--- config.mk ---
export PLATFORM = sky130hd
export DESIGN_NAME = byte_parity_unit
export DESIGN_NICKNAME = d
export VERILOG_FILES = /design/src/rtl/bpu_pkg.sv /design/src/rtl/bpu_ctrl.sv /design/src/rtl/bpu_datapath.sv /design/src/rtl/byte_parity_unit.sv
export SDC_FILE = /design/constraint.sdc
export NUM_CORES = 1
export LEC_CHECK = 0
export ABC_AREA = 0
export BUFFER_PORTS_ARGS = -buffer_cell sky130_fd_sc_hd__buf_2
export CAP_MARGIN = 5
export CELL_PAD_IN_SITES_DETAIL_PLACEMENT = 1
export CELL_PAD_IN_SITES_GLOBAL_PLACEMENT = 1
export CORE_UTILIZATION = 26
export DETAILED_ROUTE_END_ITERATION = 10
export GPL_ROUTABILITY_DRIVEN = 0
export PLACE_DENSITY = 0.84
export RECOVER_POWER = 50
export SYNTH_ARGS = -nofsm -noshare
export SYNTH_HDL_FRONTEND = slang
export SYNTH_SLANG_ARGS = --single-unit
--- constraint.sdc ---
create_clock -name clk -period 0.8 [get_ports clk]
set_input_delay 0.16 -clock clk [delete_from_list [all_inputs] [get_ports clk]]
set_output_delay 0.16 -clock clk [all_outputs]
set_load 0.02 [all_outputs]
--- src/rtl/bpu_pkg.sv ---
package bpu_pkg;
  typedef enum logic [1:0] {
    TXN_CHK_AD  = 2'b00,
    TXN_CHK_D   = 2'b01,
    TXN_GEN_AD  = 2'b10,
    TXN_GEN_A   = 2'b11
  } txnType_e;

  typedef struct packed {
    logic chkAddr;
    logic chkData;
    logic genAddr;
    logic genData;
  } parStrobe_t;
endpackage

--- src/rtl/bpu_ctrl.sv ---
module bpu_ctrl
  import bpu_pkg::*;
(
  input  logic       clk,
  input  logic       rstN,
  input  logic       beatValid,
  input  logic [1:0] txnType,
  input  logic       errClr,
  input  logic       anyErrNxt,
  output parStrobe_t strobe,
  output logic       errSticky
);
  always_comb begin
    strobe = '0;
    if (beatValid) begin
      unique case (txnType_e'(txnType))
        TXN_CHK_AD: begin strobe.chkAddr = 1'b1; strobe.chkData = 1'b1; end
        TXN_CHK_D:  strobe.chkData = 1'b1;
        TXN_GEN_AD: begin strobe.genAddr = 1'b1; strobe.genData = 1'b1; end
        TXN_GEN_A:  strobe.genAddr = 1'b1;
        default:    strobe = '0;
      endcase
    end
  end

  // a new error outranks a same-cycle clear
  always_ff @(posedge clk or negedge rstN) begin
    if (!rstN) errSticky <= 1'b0;
    else       errSticky <= (errSticky & ~errClr) | anyErrNxt;
  end
endmodule

--- src/rtl/bpu_datapath.sv ---
module bpu_datapath
  import bpu_pkg::*;
#(
  parameter int ADDR_W = 36,
  parameter int DATA_W = 128,
  parameter int LANE_W = 8,
  localparam int NUM_AGRP  = (ADDR_W + LANE_W - 1) / LANE_W,
  localparam int NUM_LANES = DATA_W / LANE_W
) (
  input  logic                 clk,
  input  logic                 rstN,
  input  parStrobe_t           strobe,
  input  logic [ADDR_W-1:0]    addrIn,
  input  logic [NUM_AGRP-1:0]  addrParIn,
  input  logic [DATA_W-1:0]    dataIn,
  input  logic [NUM_LANES-1:0] byteEn,
  input  logic [NUM_LANES-1:0] dataParIn,
  input  logic [NUM_LANES-1:0] laneBad,
  output logic                 anyErrNxt,
  output logic [NUM_AGRP-1:0]  addrParOut,
  output logic [NUM_LANES-1:0] dataParOut,
  output logic [NUM_AGRP-1:0]  addrErr,
  output logic [NUM_LANES-1:0] dataErr
);
  logic [NUM_AGRP-1:0]  addrParCalc;
  logic [NUM_LANES-1:0] dataParCalc;

  // last address group may be narrower than a lane
  for (genvar g = 0; g < NUM_AGRP; g++) begin : gAddrGrp
    localparam int LO = g * LANE_W;
    localparam int HI = (LO + LANE_W > ADDR_W) ? ADDR_W - 1 : LO + LANE_W - 1;
    assign addrParCalc[g] = ^addrIn[HI:LO];
  end

  for (genvar k = 0; k < NUM_LANES; k++) begin : gDataLane
    assign dataParCalc[k] = (^dataIn[k*LANE_W +: LANE_W]) ^ byteEn[k];
  end

  logic [NUM_AGRP-1:0]  addrErrNxt, addrParNxt;
  logic [NUM_LANES-1:0] dataErrNxt, dataParNxt;

  always_comb begin
    addrErrNxt = strobe.chkAddr ? (addrParCalc ^ addrParIn) : '0;
    dataErrNxt = strobe.chkData ? (dataParCalc ^ dataParIn) : '0;
    addrParNxt = strobe.genAddr ? addrParCalc : '0;
    dataParNxt = strobe.genData ? (dataParCalc ^ laneBad) : '0;
    anyErrNxt  = (|addrErrNxt) | (|dataErrNxt);
  end

  always_ff @(posedge clk or negedge rstN) begin
    if (!rstN) begin
      addrParOut <= '0;
      dataParOut <= '0;
      addrErr    <= '0;
      dataErr    <= '0;
    end else begin
      addrParOut <= addrParNxt;
      dataParOut <= dataParNxt;
      addrErr    <= addrErrNxt;
      dataErr    <= dataErrNxt;
    end
  end
endmodule

--- src/rtl/byte_parity_unit.sv ---
module byte_parity_unit
  import bpu_pkg::*;
#(
  parameter int ADDR_W = 36,
  parameter int DATA_W = 128,
  parameter int LANE_W = 8,
  localparam int NUM_AGRP  = (ADDR_W + LANE_W - 1) / LANE_W,
  localparam int NUM_LANES = DATA_W / LANE_W
) (
  input  logic                 clk,
  input  logic                 rstN,
  input  logic                 beatValid,
  input  logic [1:0]           txnType,
  input  logic [ADDR_W-1:0]    addrIn,
  input  logic [NUM_AGRP-1:0]  addrParIn,
  input  logic [DATA_W-1:0]    dataIn,
  input  logic [NUM_LANES-1:0] byteEn,
  input  logic [NUM_LANES-1:0] dataParIn,
  input  logic [NUM_LANES-1:0] laneBad,
  input  logic                 errClr,
  output logic [NUM_AGRP-1:0]  addrParOut,
  output logic [NUM_LANES-1:0] dataParOut,
  output logic [NUM_AGRP-1:0]  addrErr,
  output logic [NUM_LANES-1:0] dataErr,
  output logic                 errSticky
);
  parStrobe_t strobe;
  logic       anyErrNxt;

  bpu_ctrl u_ctrl (
    .clk(clk), .rstN(rstN), .beatValid(beatValid), .txnType(txnType),
    .errClr(errClr), .anyErrNxt(anyErrNxt), .strobe(strobe), .errSticky(errSticky)
  );

  bpu_datapath #(.ADDR_W(ADDR_W), .DATA_W(DATA_W), .LANE_W(LANE_W)) u_dp (
    .clk(clk), .rstN(rstN), .strobe(strobe), .addrIn(addrIn), .addrParIn(addrParIn),
    .dataIn(dataIn), .byteEn(byteEn), .dataParIn(dataParIn), .laneBad(laneBad),
    .anyErrNxt(anyErrNxt), .addrParOut(addrParOut), .dataParOut(dataParOut),
    .addrErr(addrErr), .dataErr(dataErr)
  );
endmodule

==> Word level (Yosys, flattened, before mapping) <==
Cells that the tools add are included.
{ "totals": {"ff_bits": 43, "latch_bits": 0, "mem_bits_rw": 0, "mem_bits_ro": 0, "input_bits": 223, "output_inout_bits": 43, "wordCells": 66, "mem_count": 0} }
{ "op_classes": {"addsub": 0, "multipliers": 0, "n_div": 0, "n_lt_le_gt_ge": 0, "eq_ne": 3, "n_shift": 0, "n_mux": 9, "n_bitwise": 23, "n_reduce_logical": 26} }
{ "ops": {"columns": ["operator", "n"], "rows": [
  ["parity 8 bit", 20],
  ["2-to-1 mux 16 bit", 2],
  ["bitwise XOR 16 bit", 2],
  ["OR reduction 16 bit", 1],
  ["bitwise XOR 1 bit", 16],
  ["2-to-1 mux 5 bit", 2],
  ["OR reduction 5 bit", 1],
  ["bitwise XOR 5 bit", 1],
  ["equality test 2 bit, second input constant", 2],
  ["2-to-1 mux 1 bit", 4],
  ["2-to-1 mux 4 bit", 1],
  ["OR reduction 2 bit", 2],
  ["parity 4 bit", 1],
  ["equality test 2 x 1 -> 1 bit, second input constant", 1],
  ["logical NOT 2 bit", 1],
  ["OR 1 bit", 2],
  ["bitwise AND 1 bit", 1],
  ["NOT 1 bit", 1]
]} }

==> Logic depth before layout (Yosys ltp) <==
Gate-level depths: netlist of run 1.
{ "depth": {"depth_word": 8, "depth_mapped": 6} }

==> Modules after synthesis <==
From an unflattened synthesis of run 1, not the netlist that was laid out.
{ "unflattened": {"hier_cells": 294, "hier_area_um2": 3463.3} }
{ "modules_own_cells": {"columns": ["module", "instances", "cells_per_inst", "area_each_um2"], "rows": [
  ["bpu_datapath", 1, 287, 3392.0],
  ["bpu_ctrl", 1, 7, 71.3]
]} }

==> Least setup slack after synthesis of run 1 <==
No wires, ideal clock.
{ "synth_timing": {"kind": "input port to flip-flop", "startpoint": "input dataIn[50]", "endpoint": "register u_ctrl.errSticky", "setup_time_ns": 0.140, "arrival_ns": 1.443, "setup_slack_ns": -0.783, "path_stages": 6, "path_cell_list": "xnor2_1 > xnor3_1 > xnor2_1 > mux2i_1 > nor4_1 > nand4_1"} }
{ "synth_via": {"elab_chain_cells": 7} }
{ "synth_rtl": {"columns": ["element", "line", "source"], "rows": [
  ["from (decl)", "byte_parity_unit.sv:16", "input logic [DATA_W-1:0] dataIn,"],
  ["parity 8 bit", "bpu_datapath.sv:36", "assign dataParCalc[k] = (^dataIn[k*LANE_W +: LANE_W]) ^ byteEn[k];"],
  ["bitwise XOR 1 bit", "bpu_datapath.sv:36", null],
  ["bitwise XOR 16 bit", "bpu_datapath.sv:44", "dataErrNxt = strobe.chkData ? (dataParCalc ^ dataParIn) : '0;"],
  ["2-to-1 mux 16 bit", "bpu_datapath.sv:44", null],
  ["via u_dp.dataErrNxt[6]", "bpu_datapath.sv:40", "logic [NUM_LANES-1:0] dataErrNxt, dataParNxt;"],
  ["OR reduction 16 bit", "bpu_datapath.sv:47", "anyErrNxt = (|addrErrNxt) | (|dataErrNxt);"],
  ["OR 1 bit", "bpu_datapath.sv:47", null],
  ["OR 1 bit", "bpu_ctrl.sv:29", "else errSticky <= (errSticky & ~errClr) | anyErrNxt;"],
  ["to (signal assigned)", "bpu_ctrl.sv:29", null],
  ["to (decl)", "bpu_ctrl.sv:11", "output logic errSticky"]
]} }
The timed path passes the listed nets, and every way through them passes these cells.

==> Final worst setup path of run 1 <==
{ "layout_timing": {"startpoint": "input dataIn[93]", "endpoint": "register u_ctrl.errSticky"} }
{ "layout_via": {"elab_chain_cells": 7} }
{ "layout_rtl": {"columns": ["element", "line"], "rows": [
  ["parity 8 bit", "bpu_datapath.sv:36"],
  ["bitwise XOR 1 bit", "bpu_datapath.sv:36"],
  ["bitwise XOR 16 bit", "bpu_datapath.sv:44"],
  ["2-to-1 mux 16 bit", "bpu_datapath.sv:44"],
  ["OR reduction 16 bit", "bpu_datapath.sv:47"],
  ["OR 1 bit", "bpu_datapath.sv:47"],
  ["OR 1 bit", "bpu_ctrl.sv:29"]
]} }
No other way between the ends.

==> impl_results.md, run 1 <==
- Standard-cell rows: 41
- Ratio of routed vias to standard cells: between 4 and 5
- Kind of cell adding the most delay to the critical path: XOR/XNOR gates
- Worst clock skew: 0 ns
- Multiplexer share of the synthesized area: 0.0235
- Die Span Y: 117 µm
- Width of the die: between 100 and 150 µm
- Worst-path clk slew: around 0.07 ns
- Iteration-0 DRC Markers: 87
- IO Pins: 266
- Final instance area: roughly 7500 µm²
- Top-area cell type share of the netlist area: 0.331
- FF-to-FF setup slack: -0.24 ns
- Syn. warnings: 0
- Netlist area before placement: 3410 µm²
- Per-cell routed wire length: 18.7 µm
- Transition time of the tightest slew-check pin: around 0.35 ns
- Sequential element share of the synthesized area: 0.316
- Number of instances in the synthesized netlist: between 200 and 300
- Drt total wl: roughly 15000 µm
- Run status: complete, but fails checks
- Worst VDD drop: roughly 0.00077 V
- Worst-path cell with the longest stage delay: sky130_fd_sc_hd__xnor3_2
- Final hold violation count: 0
- Core footprint: around 13000 µm²
- Post-route ant nets: 0
- Synth unique cells: 19
- Max Buffers Root-to-Sink: 2
- Final number of setup-violating endpoints: 81
- Wire length of the first global-routing pass: around 20000 µm
- Area delta synth->final: 119%
- Pre-CTS WS: -1.38 ns
- GR Overflow Total: 0
- Synthesized area per cell: 11.6 µm²
- Total routing usage reported by global routing: 0.196
- Number of detailed-route iterations in the first pass: 4
- Setup TNS Final: -20.39 ns
- Synthesized-area fraction occupied by ao, oa, aoi and oai cells: 0.00844
- P per Cell Area: between 1500 and 2000 nW/µm²
- Worst hold endpoint: u_dp.dataParOut[4]
- Setup ws final: -0.854 ns
- Final design utilization: 0.588
- Dominant combinational cell family by area after synthesis: XOR/XNOR gates
- Critical path's most frequent cell: sky130_fd_sc_hd__xnor2_2
- Number of diodes: 0
- Max cap viols: 0
- CP Class: primary input to register
- Starting density of the core: 0.268
- FF-to-FF path depth: 4
- Pins over their slew limit: 0
- Peak Freq: around 0.60 GHz
- Buf/Inv on CP: 2
- Worst Path Arrival: between 1.5 and 2 ns
- Cell leakage power: ~3.8 nW
- Launch point of the worst reg-to-reg path: u_ctrl.errSticky
- Slew Limit Headroom: 0.767
- Post-route DRC: 0
- Path type of the worst min-delay path: primary input to register
- Sum of net half-perimeters after detailed placement: between 10000 and 15000 µm
- Count of cell instances traversed by the critical path: 8
- Synthesized-area fraction occupied by xor and xnor cells: 0.564
- Clk Latency, worst-skew pair: just under 0.3 ns
- Number of buffers created by CTS: 5
- Register bit count reported by yosys: 43
- Kind of launch point of the worst setup path: primary input
- Net count after synthesis: slightly above 500
- Sum of internal, switching and leakage power: between 10 and 15 mW
- CP Cell Sequence: buf_6, xnor2_2, xnor3_2, xnor2_2, a21oi_2, nor4_2, buf_4, nand4_1
- Hold Startpoint: laneBad[4]
- Placement-stage cell area: around 5700 µm²
- Violations in the final reports: setup timing
- Simple-Gate Fraction of Synth Area: 0.0815
- Maximum number of pins on one net before global-route repair: 44
- Required time reported for the critical path endpoint: approximately 0.96 ns
- Cell chosen for the clock root: sky130_fd_sc_hd__clkbuf_16
- Initial antenna violation count: 0
- Top cell type by total area after synthesis: sky130_fd_sc_hd__xnor2_1
- Largest cells by area after synthesis: sky130_fd_sc_hd__xnor2_1, sky130_fd_sc_hd__dfrtp_1, sky130_fd_sc_hd__xnor3_1
- Crit. End Element: register
- Net total in the final layout: between 800 and 900
- Buffers on Ports: 265
- Ratio of cells with drive above 1 in the final layout: 0.777
- Count of vias placed by the detailed router: between 3000 and 4000
- Synthesized-area fraction occupied by adder cells: 0
- Endpoint of the most critical register-to-register path: u_ctrl.errSticky
- Worst hold path depth: 3
- Number of global-route vias before repair: a little under 4000
- Die Outline Area: 13600 µm²
- Post-route fraction of the period consumed by the critical path: 2.07
- Total number of clock tree sinks: 43
- Post-layout minimum cycle time: 1.65 ns
- Critical Path Max Stage Delay: slightly below 0.5 ns
- Total number of H-tree levels: 2
- CTS tree: done
- Peak fanout along the critical path: 2
- Unrepaired setup endpoints after global routing: true
## synthesized netlist by cell type, drive strengths merged
library cell,instances
clkbuf,4
nand2,9
mux2i,8
nor3,1
a41oi,1
nand4,1
a21oi,4
nand2b,9
xor2,11
or2,1
nor4,3
or2b,1
nor2b,3
nor2,33
xnor2,133
xnor3,28
dfrtp,43
## report_power, final
part	switching, mW	leakage [nW]	internal [mW]
sequential	0.139	0.580	2.41
clock	0.954	0.0804	1.49
combinational	3.28	3.17	5.07
## worst max path at each step
| stage | start | slack [ns] | end |
|---|---|---|---|
| after floorplan | dataIn[28] | -0.71 | u_ctrl.errSticky |
| after global placement | dataIn[44] | -1.34 | u_ctrl.errSticky |
| after detailed placement | dataIn[12] | -1.38 | u_ctrl.errSticky |
| after CTS | dataIn[125] | -0.79 | u_ctrl.errSticky |
| after global routing | dataIn[93] | -0.91 | u_ctrl.errSticky |
| final | dataIn[93] | -0.85 | u_ctrl.errSticky |
## stage by stage
| stage | std cells | hold WS (ns) |
|---|---|---|
| floorplan | 293 | -0.136 |
| global placement | 766 | 0.158 |
| detailed placement | 766 | 0.160 |
| CTS | 783 | 0.135 |
| global route | 795 | 0.153 |
| finish | 795 | 0.152 |
## sequential cells by signal, summed over array words and instances, names as in the netlist
signal and count:
u_dp.addrParOut 5, u_dp.dataParOut 16, u_ctrl.errSticky 1, u_dp.dataErr 16
u_dp.addrErr 5
## layout make-up
| type | instances | area [µm²] |
|---|---|---|
| clock buffers | 5 | 125 |
| clock inverters | 3 | 46.3 |
| fillers | 1325 | 5250 |
| multi-input cells | 246 | 3450 |
| flip-flops and latches | 43 | 1080 |
| well taps | 172 | 215 |
| repair buffers | 326 | 2560 |
## per-layer routing
| layer | track usage | share of wire | vias up | wire length (µm) |
|---|---|---|---|---|
| li1 | - | - | 1585 | - |
| met1 | 0.177 | 0.31 | 1636 | 4590 |
| met2 | 0.429 | 0.62 | 175 | 9160 |
| met3 | 0.0441 | 0.062 | 18 | 920 |
| met4 | 0.0325 | 0.014 | 0 | 214 |
| met5 | 0 | 0 | - | 0 |
## cell families (layout without fill, tap and decap cells)
group,after synthesis,after routing
xor gates and xnor gates,172,172
AOI/OAI and AO/OA,5,5
and+or+nand+nor,61,61
buffers and inverters,4,334
muxes,8,8
DFF,43,43
## tightest hold or removal path, cell delays in order
cell	delay, ns
sky130_fd_sc_hd__buf_2	0.11
sky130_fd_sc_hd__xnor2_2	0.10
sky130_fd_sc_hd__nor2_1	0.03
## placed cells by master, fill, tap and decap left out, drive strengths merged, types with 3 or more instances in the layout
cell type and n:
nand2b 9, xor2 11, xnor2 133, nand2 9, nor4 3, xnor3 28, dfrtp 43, nor2 33
clkbuf 7, a21oi 4, nor2b 3, mux2i 8, buf 323
## what timing repair did
item                       in CTS  in global routing
hold buffers                    1                  0
hold endpoints to repair       43                  0
setup endpoints to repair      81                 83
gates cloned                    0                  0
gates resized for setup       214                 83
buffers inserted               13                 16
pin swaps                      78                 73
Power figures use the tool's default switching activity.
==> run 2, diff against run 1 <==
--- a/config.mk
+++ b/config.mk
@@ -13,6 +13,7 @@
 export CORE_UTILIZATION = 26
 export DETAILED_ROUTE_END_ITERATION = 10
 export GPL_ROUTABILITY_DRIVEN = 0
+export MAX_ROUTING_LAYER = met4
 export PLACE_DENSITY = 0.84
 export RECOVER_POWER = 50
 export SYNTH_ARGS = -nofsm -noshare
==> impl_results.md, run 2 (same netlist as run 1, synthesis figures left out) <==
- Number of diodes: 0 (unchanged)
- Maximum number of pins on one net before global-route repair: 44 (unchanged)
- Max Buffers Root-to-Sink: 2 (unchanged)
- Most frequent standard cell in the layout excluding fill and tap cells: sky130_fd_sc_hd__buf_2
- Top library cells by usage in the layout, fill and taps aside: sky130_fd_sc_hd__buf_2, sky130_fd_sc_hd__buf_6, sky130_fd_sc_hd__xnor2_2, sky130_fd_sc_hd__dfrtp_1, sky130_fd_sc_hd__buf_4
- Number of buffers created by CTS: 5 (unchanged)
- Area delta synth->final: 119% (unchanged)
- Final instance area: 7470 µm² (unchanged)
- Drt total wl: 14900 µm (-0.10%)
- Starting density of the core: 0.268 (unchanged)
- Worst VDD drop: 0.000761 V (-0.66%)
- Placement-stage cell area: 5710 µm² (unchanged)
- Final hold violation count: 0 (unchanged)
- Number of global-route vias before repair: 3956 (+0.13%)
- Wire length of the first global-routing pass: 19700 µm (-0.10%)
- Setup ws final: -0.852 ns (+0.00202 ns)
- Pre-CTS WS: -1.38 ns (unchanged)
- Max cap viols: 0 (unchanged)
- Required time reported for the critical path endpoint: 0.96 ns (about the same)
- Core footprint: 12700 µm² (unchanged)
- Transition time of the tightest slew-check pin: 0.359 ns (+0.0101 ns)
- Total number of H-tree levels: 2 (unchanged)
- Clk Latency, worst-skew pair: 0.28 ns (about the same)
- Run status: complete, but fails checks
- Critical Path Max Stage Delay: 0.49 ns (about the same)
- Die Span Y: 117 µm (unchanged)
- Final number of setup-violating endpoints: 81 (unchanged)
- Peak fanout along the critical path: 2 (unchanged)
- Setup TNS Final: -20.31 ns (+0.0718 ns)
- Path type of the worst min-delay path: primary input to register
- Total area of multi-input combinational cells: 3450 µm² (unchanged)
- Cell chosen for the clock root: sky130_fd_sc_hd__clkbuf_16
- Initial antenna violation count: 0 (unchanged)
- Cell leakage power: 3.83 nW (unchanged)
- Buffers on Ports: 265 (unchanged)
- Worst Path Arrival: 1.81 ns (about the same)
- GR Overflow Total: 0 (unchanged)
- Leading registers by flop count: u_dp.dataErr: 16 flops, u_dp.dataParOut: 16 flops
- Violations in the final reports: setup timing
- Iteration-0 DRC Markers: 65 (-25%)
- P per Cell Area: 1780 nW/µm² (-0.13%)
- Crit. End Element: register
- Worst clock skew: 0 ns (unchanged)
- Sum of internal, switching and leakage power: 13.3 mW (-0.13%)
- Per-cell routed wire length: 18.7 µm (-0.10%)
- Sum of net half-perimeters after detailed placement: 10000 µm (unchanged)
- Number of detailed-route iterations in the first pass: 4 (unchanged)
- Kind of launch point of the worst setup path: primary input
- Post-layout minimum cycle time: 1.65 ns (-0.00202 ns)
- Count of vias placed by the detailed router: 3422 (+0.23%)
- IO Pins: 266 (unchanged)
- Total number of clock tree sinks: 43 (unchanged)
- CP Cell Sequence: buf_6, xnor2_2, xnor3_2, xnor2_2, a21oi_2, nor4_2, buf_4, nand4_1
- Unrepaired setup endpoints after global routing: true
- CP Class: primary input to register
- Pins over their slew limit: 0 (unchanged)
- WHS: 0.152 ns (+0.000228 ns)
- Peak Freq: 0.605 GHz (+0.12%)
- Total routing usage reported by global routing: 0.202 (+0.00620)
- Slew Limit Headroom: 0.761 (-0.00673)
- Standard-cell rows: 41 (unchanged)
- Worst-path cell with the longest stage delay: sky130_fd_sc_hd__xnor3_2
- Width of the die: 117 µm (unchanged)
- Post-route fraction of the period consumed by the critical path: 2.07 (-0.00253)
- Net total in the final layout: 845 (unchanged)
- CTS tree: done
- Die Outline Area: 13600 µm² (unchanged)
- Worst-path clk slew: 0.06 ns (about the same)
- Reg area: 1080 µm² (unchanged)
- Critical path's most frequent cell: sky130_fd_sc_hd__xnor2_2
- Ratio of routed vias to standard cells: 4.30 (+0.23%)
- Fillers: 1325 (unchanged)
- Ratio of cells with drive above 1 in the final layout: 0.777 (unchanged)
- Post-route DRC: 0 (unchanged)
- Post-route ant nets: 0 (unchanged)
==> run 2: cell counts in the layout (fill, tap and decap cells not counted) <==
Identical to the previous run, type by type.
==> run 2: cell type report <==
type	instances	area share
Clock buffer	5	0.0167
Clock inverter	3	0.00619
Multi-Input combinational cell	246	0.462
Sequential cell	43	0.144
Tap cell	172	0.0288
Timing Repair Buffer	326	0.343
==> run 2: critical path, delay by kind of cell <==
kind            cells  cell delay [ns]
xor+xnor            3             0.88
simple gates        2             0.40
buf+inv             2             0.28
compound gates      1             0.09
==> run 2: stage by stage <==
stage          utilization  instances
5_1_grt              0.588        795
3_3_place_gp         0.449        766
6_report             0.588        795
3_5_place_dp         0.449        766
4_1_cts              0.546        783
2_1_floorplan            -        293
==> run 2: final timing paths <==
| check | startpoint | endpoint | slack (ns) | depth (start not counted) |
|---|---|---|---|---|
| max in group asynchronous | rstN | u_dp.dataParOut[5] | 0.04 | 3 |
| setup / recovery | dataIn[93] | u_ctrl.errSticky | -0.85 | 8 |
| hold / removal | laneBad[4] | u_dp.dataParOut[4] | 0.15 | 3 |
| hold reg to reg | u_ctrl.errSticky | u_ctrl.errSticky | 0.82 | 4 |
| min in group asynchronous | rstN | u_dp.dataErr[13] | 0.45 | 3 |
| setup reg to reg | u_ctrl.errSticky | u_ctrl.errSticky | -0.24 | 4 |
==> run 2: per-layer routing <==
metal | vias to the layer above | track usage | wire, µm
li1 | 1584 | - | -
met1 | 1644 | 0.179 | 4570
met2 | 175 | 0.429 | 9140
met3 | 19 | 0.0415 | 956
met4 | 0 | 0.0325 | 207
met5 | - | - | 0
==> run 2: timing repair <==
item / 4_1_cts / 5_1_grt
gates resized for setup: 214 / 83
endpoints found under the setup margin: 81 / 83
setup buffers: 13 / 16
endpoints found under the hold margin: 43 / 0
hold buffers: 1 / 0
pin swaps: 78 / 73
==> run 2: report_power, final <==
part | switching, mW | internal (mW) | leakage [nW]
Clock | 0.939 | 1.49 | 0.0804
Sequential | 0.140 | 2.41 | 0.580
Combinational | 3.28 | 5.07 | 3.17
Total | 4.36 | 8.97 | 3.83
